===== config.mk =====
export PLATFORM = sky130hd
export DESIGN_NAME = disk_dma_rx
export DESIGN_NICKNAME = d
export VERILOG_FILES = /design/src/rtl/disk_dma_pkg.sv /design/src/rtl/dma_word_timer.sv /design/src/rtl/dma_rd_strobe.sv /design/src/rtl/disk_dma_rx.sv
export SDC_FILE = /design/constraint.sdc
export NUM_CORES = 1
export LEC_CHECK = 0
export ABC_AREA = 1
export BUFFER_PORTS_ARGS = -buffer_cell sky130_fd_sc_hd__buf_2
export CAP_MARGIN = 20
export CORE_MARGIN = 2
export CORE_UTILIZATION = 43
export DETAILED_ROUTE_END_ITERATION = 8
export PLACE_DENSITY = 0.93
export SYNTH_ARGS = -nofsm -noshare
export SYNTH_HDL_FRONTEND = slang
export SYNTH_SLANG_ARGS = --single-unit

===== constraint.sdc =====
create_clock -name clk -period 2.7 [get_ports clk]
set_clock_uncertainty 0.05 [all_clocks]
set_input_delay 0 -clock clk [delete_from_list [all_inputs] [get_ports clk]]
set_output_delay 0 -clock clk [all_outputs]
set_load 0.005 [all_outputs]

===== src/rtl/disk_dma_pkg.sv =====
`timescale 1ns/1ps
package disk_dma_pkg;
    typedef enum logic {
        ST_IDLE = 1'b0,
        ST_XFER = 1'b1
    } rx_state_e;
endpackage


===== src/rtl/dma_word_timer.sv =====
`timescale 1ns/1ps
module dma_word_timer #(
    parameter int CW = 4
) (
    input  logic          clk,
    input  logic          rst_n,
    input  logic          load,
    input  logic [CW-1:0] len,
    output logic          zero
);
    typedef struct packed {
        logic [CW-1:0] cnt;
    } tmr_t;

    tmr_t tmr_d, tmr_q;

    always_comb begin
        tmr_d = tmr_q;
        if (load) begin
            tmr_d.cnt = (len == '0) ? '0 : len - CW'(1);
        end else if (tmr_q.cnt != '0) begin
            tmr_d.cnt = tmr_q.cnt - CW'(1);
        end
    end

    always_ff @(posedge clk) begin
        if (!rst_n) tmr_q <= '0;
        else        tmr_q <= tmr_d;
    end

    assign zero = (tmr_q.cnt == '0);
endmodule


===== src/rtl/dma_rd_strobe.sv =====
`timescale 1ns/1ps
module dma_rd_strobe (
    input  logic clk,
    input  logic rst_n,
    input  logic word_start,
    input  logic word_done,
    input  logic start_ultra,
    output logic stb
);
    typedef struct packed {
        logic ultra;
        logic stb;
    } stb_t;

    stb_t s_d, s_q;

    always_comb begin
        s_d = s_q;
        if (word_done) begin
            s_d.stb = s_q.ultra ? ~s_q.stb : 1'b0;
        end
        if (word_start) begin
            s_d.ultra = start_ultra;
            if (!start_ultra) s_d.stb = 1'b1;
        end
    end

    always_ff @(posedge clk) begin
        if (!rst_n) s_q <= '0;
        else        s_q <= s_d;
    end

    assign stb = s_q.stb;


    ultra_toggle_chk: assert property (@(posedge clk) disable iff (!rst_n)
        (word_done && s_q.ultra && !word_start) |=> (stb != $past(stb)));


    mdma_low_chk: assert property (@(posedge clk) disable iff (!rst_n)
        (word_done && !s_q.ultra && !word_start) |=> !stb);
endmodule


===== src/rtl/disk_dma_rx.sv =====
`timescale 1ns/1ps
module disk_dma_rx #(
    parameter int DW = 16,
    parameter int CW = 4
) (
    input  logic          clk,
    input  logic          rst_n,
    input  logic          ctl_pending,
    input  logic          ctl_write,
    input  logic          ctl_ultra,
    input  logic [CW-1:0] cyc_mdma,
    input  logic [CW-1:0] cyc_udma,
    input  logic          drv_dmarq,
    input  logic [DW-1:0] drv_data,
    input  logic          host_reg_rd,
    input  logic          fifo_full,
    output logic          drv_dmack,
    output logic          drv_rd_stb,
    output logic          fifo_wr,
    output logic [DW-1:0] fifo_wdata,
    output logic          idle
);
    import disk_dma_pkg::*;

    typedef struct packed {
        rx_state_e st;
        logic      ack;
        logic      idl;
    } eng_t;

    eng_t          eng_d, eng_q;
    logic          armed, go, cnt_zero, word_done, word_start;
    logic [CW-1:0] word_len;

    assign word_len = ctl_ultra ? cyc_udma : cyc_mdma;

    always_comb begin
        armed      = ctl_pending & ~ctl_write;
        go         = armed & drv_dmarq & ~fifo_full & ~host_reg_rd;
        word_done  = (eng_q.st == ST_XFER) & cnt_zero & ~fifo_full;
        word_start = 1'b0;
        eng_d      = eng_q;
        case (eng_q.st)
            ST_IDLE: begin
                if (go) begin
                    eng_d.st   = ST_XFER;
                    word_start = 1'b1;
                end
            end
            ST_XFER: begin
                if (word_done) begin
                    if (go) word_start = 1'b1;
                    else    eng_d.st   = ST_IDLE;
                end
            end
            default: eng_d.st = ST_IDLE;
        endcase
        eng_d.ack = (eng_d.st == ST_XFER);
        eng_d.idl = (eng_d.st == ST_IDLE);
    end

    always_ff @(posedge clk) begin
        if (!rst_n) eng_q <= '{st: ST_IDLE, ack: 1'b0, idl: 1'b1};
        else        eng_q <= eng_d;
    end

    dma_word_timer #(.CW(CW)) u_timer (
        .clk   (clk),
        .rst_n (rst_n),
        .load  (word_start),
        .len   (word_len),
        .zero  (cnt_zero)
    );

    dma_rd_strobe u_strobe (
        .clk         (clk),
        .rst_n       (rst_n),
        .word_start  (word_start),
        .word_done   (word_done),
        .start_ultra (ctl_ultra),
        .stb         (drv_rd_stb)
    );

    assign drv_dmack  = eng_q.ack;
    assign idle       = eng_q.idl;
    assign fifo_wr    = word_done;
    assign fifo_wdata = drv_data;


    start_armed_chk: assert property (@(posedge clk) disable iff (!rst_n)
        $rose(drv_dmack) |-> $past(ctl_pending && !ctl_write && drv_dmarq));


    full_stall_chk: assert property (@(posedge clk) disable iff (!rst_n)
        (drv_dmack && fifo_full) |=> drv_dmack);


    ack_mid_word_chk: assert property (@(posedge clk) disable iff (!rst_n)
        (drv_dmack && !cnt_zero) |=> drv_dmack);


    host_rd_hold_chk: assert property (@(posedge clk) disable iff (!rst_n)
        (!drv_dmack && host_reg_rd) |=> !drv_dmack);
endmodule


==> out/results.md <==
Outcome
• **run status** completed

Placement
• **placed cell count** 122
• **post-DP HPWL** 999.5 um
• **buffers added on ports** 19
• **RePlAce Congestion** 0.7518

Timing
• **slew at the pin closest to its max-slew limit** 0.2403 ns
• **period utilisation layout** 51.45%
• **final number of setup-violating endpoints** 0
• **Final Hold Vio Count** 0
• **unrepaired setup endpoints after global routing** no
• **Setup Total Neg Slack** 0 ns
• **number of max-slew violations in the final report** 0
• **Relative slew margins** 83.86%
• **minimum clock period** 1.389 ns
• **highest clock rate** 719.9 MHz

Setup path
• **setup slack on the worst flop-to-flop path** 1.31 ns
• **depth of the worst register-to-register path** 8
• **required time at the endpoint of the critical path** 2.85 ns
• **startpoint of the worst register-to-register path** u_timer.tmr_q[1]
• **Slowest Stage Delay on Critical Path** 0.37 ns
• **data arrival time of the worst path** 1.54 ns
• **worst path cell trace** inv_1, ha_1, nand2_4, inv_2, or2_0, nand2_1, nand2_1, a21oi_2
• **critical path capture point type** register
• **CP Launch Point** u_timer.tmr_q[1]
• **peak fanout along the critical path** 5
• **WS Path Type** register to register
• **CP startpoint kind** register
• **worst setup path endpoint** u_timer.tmr_q[1]
• **worst flop-to-flop path endpoint** u_timer.tmr_q[1]
• **CP most frequent cell** sky130_fd_sc_hd__nand2_1
• **Max stage delay cell, worst path** sky130_fd_sc_hd__dfxtp_1

Clock network
• **post-CTS setup-driven buffer insertion count** 0
• **total clock sinks** 8
• **worst-skew pair later-pin latency** 0.27 ns
• **clock tree from TritonCTS** yes
• **# resized after CTS** 0
• **number of buffers inserted by hold repair at cts** 17
• **number of buffers on the longest clock path** 2
• **H-tree depth** 1
• **total clock buffers created by CTS** 3
• **clock root buffer master** sky130_fd_sc_hd__clkbuf_4
• **clock transition time at the flip-flop clock pins of the worst setup and hold paths** 0.05 ns

Pwr
• **Gate power share** 51.0%
• **final total power** 0.5300 mW
• **Internal Dissipation** 0.3126 mW
• **portion of total power attributed to the clock network** 18.2%
• **leak pwr** 0.4402 nW
• **Switch Pwr** 0.2174 mW
• **sequential cell fraction of total power** 30.8%
• **Sw Ratio** 41.02%
• **power density over the cells** 576.4 mW/mm^2
• **highest ir drop seen on vdd** 0.2050 mV

Synthesis
• **cell taking the most area after synthesis** sky130_fd_sc_hd__dfxtp_1
• **cell types occupying the most area after synthesis** sky130_fd_sc_hd__dfxtp_1 22%, sky130_fd_sc_hd__buf_4 16%, sky130_fd_sc_hd__nand2_1 9.1%
• **sequential cell area fraction in the yosys report** 21.59%
• **count of yosys warnings during synthesis** 0
• **register bit total from synthesis** 8
• **mean post-synth cell area** 7.204 sq um
• **most frequently used cell type in the post-synthesis netlist** sky130_fd_sc_hd__nand2_1
• **post-synthesis instance area** 742.0 sq um
• **leading register cell type out of synthesis** sky130_fd_sc_hd__dfxtp_1
• **number of nets in the synthesized netlist** 137
• **fraction of synthesized cell area taken by the top area cell type** 21.59%
• **number of enable-type register cells in the synthesized netlist** 0
• **number of distinct library cell variants in the gate-level netlist after synthesis** 25
• **Post-Syn Instances** 103
• **Async SR Flop Fraction** 0%
• **cell types with the highest counts after synthesis** 18 x sky130_fd_sc_hd__nand2_1, 16 x sky130_fd_sc_hd__buf_4, 14 x sky130_fd_sc_hd__inv_1, 8 x sky130_fd_sc_hd__dfxtp_1

Finish
• **count of filler cells inserted in the layout** 163
• **Final Instance Count excl. Fillers** 142
• **layout cells sized above 1** 35.20%
• **layout net count** 161
• **diodes inserted** 0
• **area added between synthesis and finish** 23.95%

Global routing
• **vias in the first global route** 581
• **GRT Total Usage** 15.75%
• **GRT overflow** 0
• **maximum number of pins on one net before global-route repair** 9
• **first-pass GRT wire length** 2290 um
• **antenna violations before repair** 0

Die
• **horizontal extent of the die** 45.54 um
• **Die Span Y** 45.54 um
• **I/O pins** 52
• **standard-cell row count** 15
• **DIE AREA** 0.002074 sq mm
• **initial core utilization** 44.42%
• **area inside the core boundary** 0.001670 sq mm

Routing
• **per-cell via count in the routed design** 4.739
• **number of remaining DRC errors** 0
• **residual antenna-violating net count after detailed routing** 0
• **total via count after detailed routing** 673
• **detailed-routing iteration count for the pre-antenna-repair pass** 4
• **Initial DRC Count** 14
• **DR WL/cell** 9.655 um
• **Routed Wire Length** 1371 um

Flow run
• **Max Cap Viol** 0

Worst hold path
• **Hold Crit Class** input pin to register

area by class of cell:
cell class	instances	area, sq um	share of cell area (%)
Multi-Input combinational cell	62	390.4	42.45
Sequential cell	8	160.2	17.42
Timing Repair Buffer	36	265.3	28.84
Tap cell	17	21.27	2.313
Inverter	16	60.06	6.531
Clock buffer	3	22.52	2.449
cells in the final DEF (no fill, tap or decap), drive strengths merged:
cell type | synthesis | routed
inv | 16 | 16
a21oi | 4 | 4
o21bai | 1 | 1
o21ai | 8 | 8
xor2 | 2 | 2
o21a | 1 | 1
dfxtp | 8 | 8
nand3 | 5 | 5
nor3 | 1 | 1
nand2 | 26 | 26
or2 | 1 | 1
clkbuf | 0 | 3
buf | 17 | 19
ha | 2 | 2
nor2 | 11 | 11
dlygate4sd3 | 0 | 17
sequential cells by signal, summed over array words and instances, names as in the netlist:
name,flops
drv_dmack,1
idle,1
u_strobe.s_q,1
u_strobe.stb,1
u_timer.tmr_q,4
kinds of logic after synthesis:
group           share of synthesized area (%)
simple gates                            32.71
flops                                   21.58
compound gates                          14.17
buf+inv                                 25.80
xor+xnor                                2.361
fa+ha+maj                               3.372
critical path: cells and delay by family (launching register included):
family | cells | cell delay [ns]
AND/OR/NAND/NOR | 4 | 0.46
flip-flops | 1 | 0.37
adder cells (fa/ha/maj) | 1 | 0.21
buffers and inverters | 2 | 0.14
AO/OA/AOI/OAI | 1 | 0.11
how the worst min path moves through the flow:
stage | depth (start not counted) | startpoint | end
3_5_place_dp | 0 | drv_data[11] | fifo_wdata[11]
2_1_floorplan | 1 | drv_data[0] | fifo_wdata[0]
4_1_cts | 3 | fifo_full | drv_dmack
5_1_grt | 3 | ctl_ultra | u_strobe.s_q[1]
6_report | 3 | fifo_full | drv_dmack
3_3_place_gp | 0 | drv_data[11] | fifo_wdata[11]
per-layer routing:
layer | up-vias | track usage [%] | routed length, um
li1 | 347 | - | -
met1 | 289 | 16.67 | 550
met2 | 32 | 26.48 | 666
met3 | 5 | 2.381 | 111
met4 | 0 | 14.12 | 43
met5 | - | 0 | 0
power groups by stage:
stage | sequential, mW | combinational (mW) | clock [mW]
floorplan | 0.161 | 0.226 | 0
global placement | 0.163 | 0.239 | 0
detailed placement | 0.166 | 0.248 | 0
CTS | 0.163 | 0.273 | 0.101
global route | 0.167 | 0.313 | 0.104
finish | 0.163 | 0.270 | 0.0966
through the flow:
step | cell area, sq um | util, % | setup WS [ns] | hold WS [ns]
after floorplan | 742.0 | - | 1.420 | 0.03082
after global placement | 726.9 | 43.52 | 1.387 | -0.04997
after detailed placement | 726.9 | 43.52 | 1.324 | -0.04997
after CTS | 919.6 | 55.06 | 1.302 | 0.05079
after global routing | 919.6 | 55.06 | 1.190 | 0.1060
final | 919.6 | 55.06 | 1.311 | 0.05587
No activity file was read; power rests on OpenSTA's default activity.
